==> config.mk <==
export PLATFORM = sky130hd
export DESIGN_NAME = fb_fill_dma
export DESIGN_NICKNAME = d
export VERILOG_FILES = /design/src/rtl/fb_fill_pkg.sv /design/src/rtl/fb_addr_gen.sv /design/src/rtl/fb_wr_track.sv /design/src/rtl/fb_fifo_sel.sv /design/src/rtl/fb_fill_dma.sv
export SDC_FILE = /design/constraint.sdc
export NUM_CORES = 1
export LEC_CHECK = 0
export ABC_CLOCK_PERIOD_IN_PS = 1300
export CORE_MARGIN = 2
export CORE_UTILIZATION = 35
export CTS_CLUSTER_DIAMETER = 60
export DETAILED_ROUTE_END_ITERATION = 8
export PLACE_DENSITY_LB_ADDON = 0.05
export SLEW_MARGIN = 20
export SYNTH_ARGS = -nofsm -noshare
export SYNTH_HDL_FRONTEND = slang
export SYNTH_SLANG_ARGS = --single-unit
==> constraint.sdc <==
create_clock -name clk -period 1.3 [get_ports clk]
set_input_delay 0.26 -clock clk [delete_from_list [all_inputs] [get_ports clk]]
set_output_delay 0.26 -clock clk [all_outputs]
set_load 0.005 [all_outputs]
==> src/rtl/fb_fill_pkg.sv <==
package fb_fill_pkg;

    typedef enum logic {
        FILL_IDLE = 1'b0,
        FILL_RUN  = 1'b1
    } fill_mode_e;

    typedef struct packed {
        fill_mode_e mode;
        logic       done;
    } fill_ctl_t;

    typedef struct packed {
        logic       sel;
        logic [1:0] wrst;
        logic       ovr;
    } sel_state_t;

endpackage

==> src/rtl/fb_addr_gen.sv <==
module fb_addr_gen #(
    parameter int                ADDR_W    = 16,
    parameter logic [ADDR_W-1:0] BASE_ADDR = '0,
    parameter int                WORDS     = 48,
    parameter int                CNT_W     = $clog2(WORDS + 1)
) (
    input  logic              clk,
    input  logic              rst_n,
    input  logic              restart_i,
    input  logic              grant_i,
    output logic [ADDR_W-1:0] addr_o,
    output logic              all_issued_o
);

    typedef struct packed {
        logic [CNT_W-1:0] cnt;
    } ag_state_t;

    ag_state_t s_d, s_q;

    always_comb begin
        s_d = s_q;
        if (restart_i) begin
            s_d.cnt = '0;
        end else if (grant_i && !all_issued_o) begin
            s_d.cnt = s_q.cnt + 1'b1;
        end
    end

    always_ff @(posedge clk or negedge rst_n) begin
        if (!rst_n) begin
            s_q <= '0;
        end else begin
            s_q <= s_d;
        end
    end

    assign all_issued_o = (s_q.cnt == CNT_W'(WORDS));
    assign addr_o       = BASE_ADDR + ADDR_W'(s_q.cnt);

    // the address holds when no read is granted
    p_addr_hold_r3: assert property (@(posedge clk) disable iff (!rst_n)
        (!restart_i && !grant_i) |=> $stable(addr_o));

    // the walk never runs past the active word count
    p_count_bound_r1: assert property (@(posedge clk) disable iff (!rst_n)
        s_q.cnt <= CNT_W'(WORDS));

endmodule

==> src/rtl/fb_wr_track.sv <==
module fb_wr_track #(
    parameter int WORDS = 48,
    parameter int CNT_W = $clog2(WORDS + 1)
) (
    input  logic clk,
    input  logic rst_n,
    input  logic restart_i,
    input  logic rd_issued_i,
    output logic wr_en_o,
    output logic last_wr_o
);

    typedef struct packed {
        logic             pend;
        logic [CNT_W-1:0] wcnt;
    } wt_state_t;

    wt_state_t s_d, s_q;

    always_comb begin
        s_d      = s_q;
        s_d.pend = rd_issued_i;
        if (restart_i) begin
            s_d.wcnt = '0;
        end else if (s_q.pend) begin
            s_d.wcnt = s_q.wcnt + 1'b1;
        end
    end

    always_ff @(posedge clk or negedge rst_n) begin
        if (!rst_n) begin
            s_q <= '0;
        end else begin
            s_q <= s_d;
        end
    end

    assign wr_en_o   = s_q.pend;
    assign last_wr_o = s_q.pend && (s_q.wcnt == CNT_W'(WORDS - 1));

    // writes within a frame never exceed the active word count
    p_wcnt_bound_r7: assert property (@(posedge clk) disable iff (!rst_n)
        s_q.wcnt <= CNT_W'(WORDS));

endmodule

==> src/rtl/fb_fifo_sel.sv <==
module fb_fifo_sel
    import fb_fill_pkg::*;
(
    input  logic       clk,
    input  logic       rst_n,
    input  logic       frame_start_i,
    input  logic       busy_i,
    output logic       sel_o,
    output logic [1:0] wrst_o,
    output logic       overrun_o
);

    sel_state_t s_d, s_q;

    always_comb begin
        s_d      = s_q;
        s_d.wrst = 2'b00;
        if (frame_start_i) begin
            s_d.sel  = ~s_q.sel;
            s_d.wrst = s_q.sel ? 2'b01 : 2'b10;
            s_d.ovr  = s_q.ovr | busy_i;
        end
    end

    always_ff @(posedge clk or negedge rst_n) begin
        if (!rst_n) begin
            s_q <= '{sel: 1'b1, wrst: 2'b00, ovr: 1'b0};
        end else begin
            s_q <= s_d;
        end
    end

    assign sel_o     = s_q.sel;
    assign wrst_o    = s_q.wrst;
    assign overrun_o = s_q.ovr;

    // every frame start swaps the target FIFO
    p_sel_flip_r5: assert property (@(posedge clk) disable iff (!rst_n)
        frame_start_i |=> (sel_o != $past(sel_o)));

    // reset pulse touches at most the FIFO now being filled
    p_wrst_onehot_r6: assert property (@(posedge clk) disable iff (!rst_n)
        $onehot0(wrst_o) && ((wrst_o == 2'b00) || wrst_o[sel_o]));

    // overrun is sticky
    p_ovr_sticky_r8: assert property (@(posedge clk) disable iff (!rst_n)
        overrun_o |=> overrun_o);

endmodule

==> src/rtl/fb_fill_dma.sv <==
module fb_fill_dma
    import fb_fill_pkg::*;
#(
    parameter int                ADDR_W    = 16,
    parameter int                DATA_W    = 16,
    parameter logic [ADDR_W-1:0] BASE_ADDR = 16'h0400,
    parameter int                WORDS     = 48
) (
    input  logic              clk,
    input  logic              rst_n,
    input  logic              frame_start_i,
    input  logic              cpu_req_i,
    output logic              mem_rd_o,
    output logic [ADDR_W-1:0] mem_addr_o,
    input  logic [DATA_W-1:0] mem_rdata_i,
    output logic [1:0]        fifo_wr_o,
    output logic [DATA_W-1:0] fifo_wdata_o,
    output logic [1:0]        fifo_wrst_o,
    output logic              fill_sel_o,
    output logic              busy_o,
    output logic              done_o,
    output logic              overrun_o
);

    localparam int CNT_W = $clog2(WORDS + 1);

    fill_ctl_t c_d, c_q;
    logic      all_issued;
    logic      wr_en;
    logic      last_wr;

    always_comb begin
        c_d = c_q;
        if (frame_start_i) begin
            c_d.mode = FILL_RUN;
            c_d.done = 1'b0;
        end else if (c_q.mode == FILL_RUN && last_wr) begin
            c_d.mode = FILL_IDLE;
            c_d.done = 1'b1;
        end
    end

    always_ff @(posedge clk or negedge rst_n) begin
        if (!rst_n) begin
            c_q <= '{mode: FILL_IDLE, done: 1'b0};
        end else begin
            c_q <= c_d;
        end
    end

    assign busy_o   = (c_q.mode == FILL_RUN);
    assign done_o   = c_q.done;
    assign mem_rd_o = busy_o && !cpu_req_i && !frame_start_i && !all_issued;

    fb_addr_gen #(
        .ADDR_W   (ADDR_W),
        .BASE_ADDR(BASE_ADDR),
        .WORDS    (WORDS),
        .CNT_W    (CNT_W)
    ) u_addr (
        .clk         (clk),
        .rst_n       (rst_n),
        .restart_i   (frame_start_i),
        .grant_i     (mem_rd_o),
        .addr_o      (mem_addr_o),
        .all_issued_o(all_issued)
    );

    fb_wr_track #(
        .WORDS(WORDS),
        .CNT_W(CNT_W)
    ) u_wr (
        .clk        (clk),
        .rst_n      (rst_n),
        .restart_i  (frame_start_i),
        .rd_issued_i(mem_rd_o),
        .wr_en_o    (wr_en),
        .last_wr_o  (last_wr)
    );

    fb_fifo_sel u_sel (
        .clk          (clk),
        .rst_n        (rst_n),
        .frame_start_i(frame_start_i),
        .busy_i       (busy_o),
        .sel_o        (fill_sel_o),
        .wrst_o       (fifo_wrst_o),
        .overrun_o    (overrun_o)
    );

    for (genvar k = 0; k < 2; k++) begin : g_fifo_wr
        assign fifo_wr_o[k] = wr_en && (fill_sel_o == 1'(k));
    end

    assign fifo_wdata_o = mem_rdata_i;

    // the CPU always wins shared memory
    p_cpu_wins_r2: assert property (@(posedge clk) disable iff (!rst_n)
        cpu_req_i |-> !mem_rd_o);

    // a FIFO write only follows a granted read
    p_wr_follows_rd_r4: assert property (@(posedge clk) disable iff (!rst_n)
        (fifo_wr_o != 2'b00) |-> $past(mem_rd_o));

    // a granted read always produces a write next cycle
    p_rd_gives_wr_r4: assert property (@(posedge clk) disable iff (!rst_n)
        mem_rd_o |=> $onehot(fifo_wr_o));

    // no read in the frame-start cycle
    p_no_read_on_start_r10: assert property (@(posedge clk) disable iff (!rst_n)
        frame_start_i |-> !mem_rd_o);

    // done and busy are exclusive, and done clears after a frame start
    p_done_not_busy_r7: assert property (@(posedge clk) disable iff (!rst_n)
        done_o |-> !busy_o);
    p_done_cleared_r7: assert property (@(posedge clk) disable iff (!rst_n)
        frame_start_i |=> (!done_o && busy_o));

endmodule

==> flow_summary_export.csv <==
group,metric,value,unit
status,status,"finished, violations left",
status,violations,"setup timing",
die,fp.dieH,60.5,um
yosys,synth_common_cells,"26 x buf_4, 18 x dfrtp_1, 10 x nor2_1",
yosys,syn_area_per_cell,9.73,sq um
worst_setup_path,timing.critical_path.from_type,"flop",
yosys,synth_area_leader_cell,"dfrtp_1",
yosys,synth_ff_type,"dfrtp_1",
detailed_routing,wl,2.52,mm
grt,grt_pass1_vias,835,
finish,drive_gt1_share,47.6,%
timing,setup_ws,-387,ps
die,coreArea,3050,sq um
yosys,synth_simple_gate_area_share,17.3,%
worst_setup_path,critPathMaxFanout,5,
power_and_ir_drop,power_leakage,0.735,nW
finish,fin_util,51.9,%
placement,place_hpwl,1.54,mm
detailed_routing,first_pass_iters,4,
yosys,synth_top_family_by_area,"buffers and inverters",
timing,fmax,593,MHz
yosys,synth_seq_cells,19,
finish,n_fill_cell,297,
finish,fin_nets,171,
cts,path_clk_slew,120,ps
cts,ctsHoldBuffers,0,
finish,num_antenna_cells,0,
finish,syn2layout_area_growth,41.7,%
die,pin_count,61,
detailed_routing,drcViolationCount,0,
detailed_routing,viasPerCell,4.54,
timing,period_minus_slack,1690,ps
grt,grt_use_total,14.5,%
grt,overflow,0,
yosys,synth_xor_area_share,3.91,%
worst_setup_path,arrival,1890,ps
cts,cts.sinks,19,
power_and_ir_drop,ir_drop,0.429,mV
die,dieArea,3660,sq um
worst_setup_path,worstPathRequired,1500,ps
timing,period_share,130,%
grt,grt_max_degree,23,
timing,grt_setup_unrepaired,"yes",
detailed_routing,wire_per_inst,13.2,um
yosys,yosysUniqueCellTypes,32,
cts,cts_tree,"done",
cts,cts_buffers,3,
power_and_ir_drop,power,1.43,mW
cts,cts_buffer_depth,2,
die,start_util,36.6,%
cts,cts-root-buf,"clkbuf_4",
detailed_routing,dr.first_iter.drc_count,15,
run,cap_violations,0,
yosys,synthMuxAreaShare,3.91,%
die,fp.dieW,60.5,um
detailed_routing,vias,868,
die,num_rows,20,
yosys,synth_compound_area_share,7.83,%
yosys,ys_warn_count,0,
grt,antenna_found_initial,0,
yosys,synth-edff-count,0,
yosys,syn-instance-count,115,
timing,skew,2.54,ps
power_and_ir_drop,powerDensity,903,nW/um^2
placement,place.gp.congestion,0.757,
yosys,yosys.area.top_type_share,40.3,%
min_path,hp-class,"input pin to asynchronous set/reset pin",
yosys,async_reset_ff_share,100,%
cts,insertion_delay,300,ps
yosys,yosys-top-cells-area,"dfrtp_1 40%, buf_4 17%, ha_1 3.4%",
timing,slew_viol_final,0,
yosys,synth_most_common_cell,"buf_4",
detailed_routing,ant_nets,0,
cts,htree_levels,1,
placement,portBuffers,18,
timing,setup_viol,9,
timing,hold_viol,0,
worst_setup_path,worstSetupEndpointType,"flop",
yosys,synth_area,1120,sq um
yosys,yosysSeqAreaShare,42.6,%
grt,grt_first_pass_wirelength,3.90,mm
yosys,synth_fa_ha_area_share,3.36,%
worst_setup_path,crit_type,"flop to flop",
-- registers in the layout, summed over array words and instances (netlist names) --
| register | count |
|---|---|
| u_sel.wrst_o | 2 |
| u_wr.s_q | 6 |
| u_addr.s_q | 6 |
| done_o | 1 |
| u_sel.sel_o | 1 |
| u_sel.overrun_o | 1 |
| u_wr.wr_en_o | 1 |
| busy_o | 1 |
-- cell type report --
type                            instances  area (sq um)  area share (%)
Timing Repair Buffer                   49           418            26.4
Clock buffer                            3          22.5            1.42
Multi-Input combinational cell         70           587            37.0
Sequential cell                        19           477            30.1
Tap cell                               44          55.1            3.47
Inverter                                5          21.3            1.34
Clock inverter                          1          5.00           0.316
-- metal layers --
| layer | global-route usage (%) | up-vias | share of wire (%) |
|---|---|---|---|
| li1 | - | 414 | - |
| met3 | 2.77 | 8 | 6.0 |
| met4 | 8.07 | 0 | 1.5 |
| met5 | 0 | - | 0 |
| met1 | 20.1 | 420 | 45 |
| met2 | 21.3 | 26 | 48 |
-- timing repair --
action	in CTS	in global routing
gates cloned	0	0
pin swaps	5	5
buffers inserted	9	5
gates resized for setup	65	24
endpoints found under the setup margin	21	17
-- cell families (layout without fill, tap and decap cells) --
kind of cell	Yosys count	in the layout
compound gates	12	12
xor+xnor	5	5
fa+ha+maj	3	3
buf+inv	34	58
flops	19	19
mux	4	4
other cells	2	10
simple gates	36	36
-- placed cells by master, fill, tap and decap left out, types with 3 or more instances in the layout --
master,count
buf_4,21
dfrtp_1,18
buf_6,12
conb_1,10
nor2_1,9
nor2b_1,5
buf_2,5
dlygate4sd2_1,4
nor3_4,3
mux2_4,3
xor2_1,3
clkbuf_4,3
clkdlybuf4s50_1,3
clkbuf_2,3
-- path summary, 6_finish.rpt --
check / startpoint / endpoint / slack [ps] / depth (start not counted)
setup / recovery: u_addr.s_q[2] / u_addr.s_q[0] / -390 / 5
hold / removal: rst_n / u_sel.wrst_o[1] / 290 / 2
setup reg to reg: u_addr.s_q[2] / u_addr.s_q[0] / -390 / 5
hold reg to reg: u_sel.overrun_o / u_sel.overrun_o / 460 / 1
max in group asynchronous: rst_n / u_sel.sel_o / 800 / 2
min in group clk: u_sel.overrun_o / u_sel.overrun_o / 460 / 1
-- per-stage QoR --
| stage | std cells | cell area, sq um | TNS [ps] | hold slack [ps] | setup WS (ps) |
|---|---|---|---|---|---|
| 2_1_floorplan | 123 | 1150 | -175 | -35.6 | -87.4 |
| 3_3_place_gp | 177 | 1350 | -3250 | 443 | -530 |
| 3_5_place_dp | 177 | 1350 | -3190 | 448 | -526 |
| 4_1_cts | 190 | 1530 | -1760 | 287 | -382 |
| 5_1_grt | 191 | 1590 | -2130 | 284 | -434 |
| 6_report | 191 | 1590 | -1590 | 291 | -387 |
-- report_power, final --
part | internal [mW] | switching, mW | total [mW]
Combinational | 0.277 | 0.175 | 0.452
Clock | 0.115 | 0.195 | 0.309
Sequential | 0.647 | 0.0229 | 0.669
-- critical path: stages (launching register included) --
cell	delay, ps
dfrtp_1	390
or3b_4	410
buf_4	150
buf_6	120
or4_4	420
o311ai_2	90
Power figures use the tool's default switching activity.
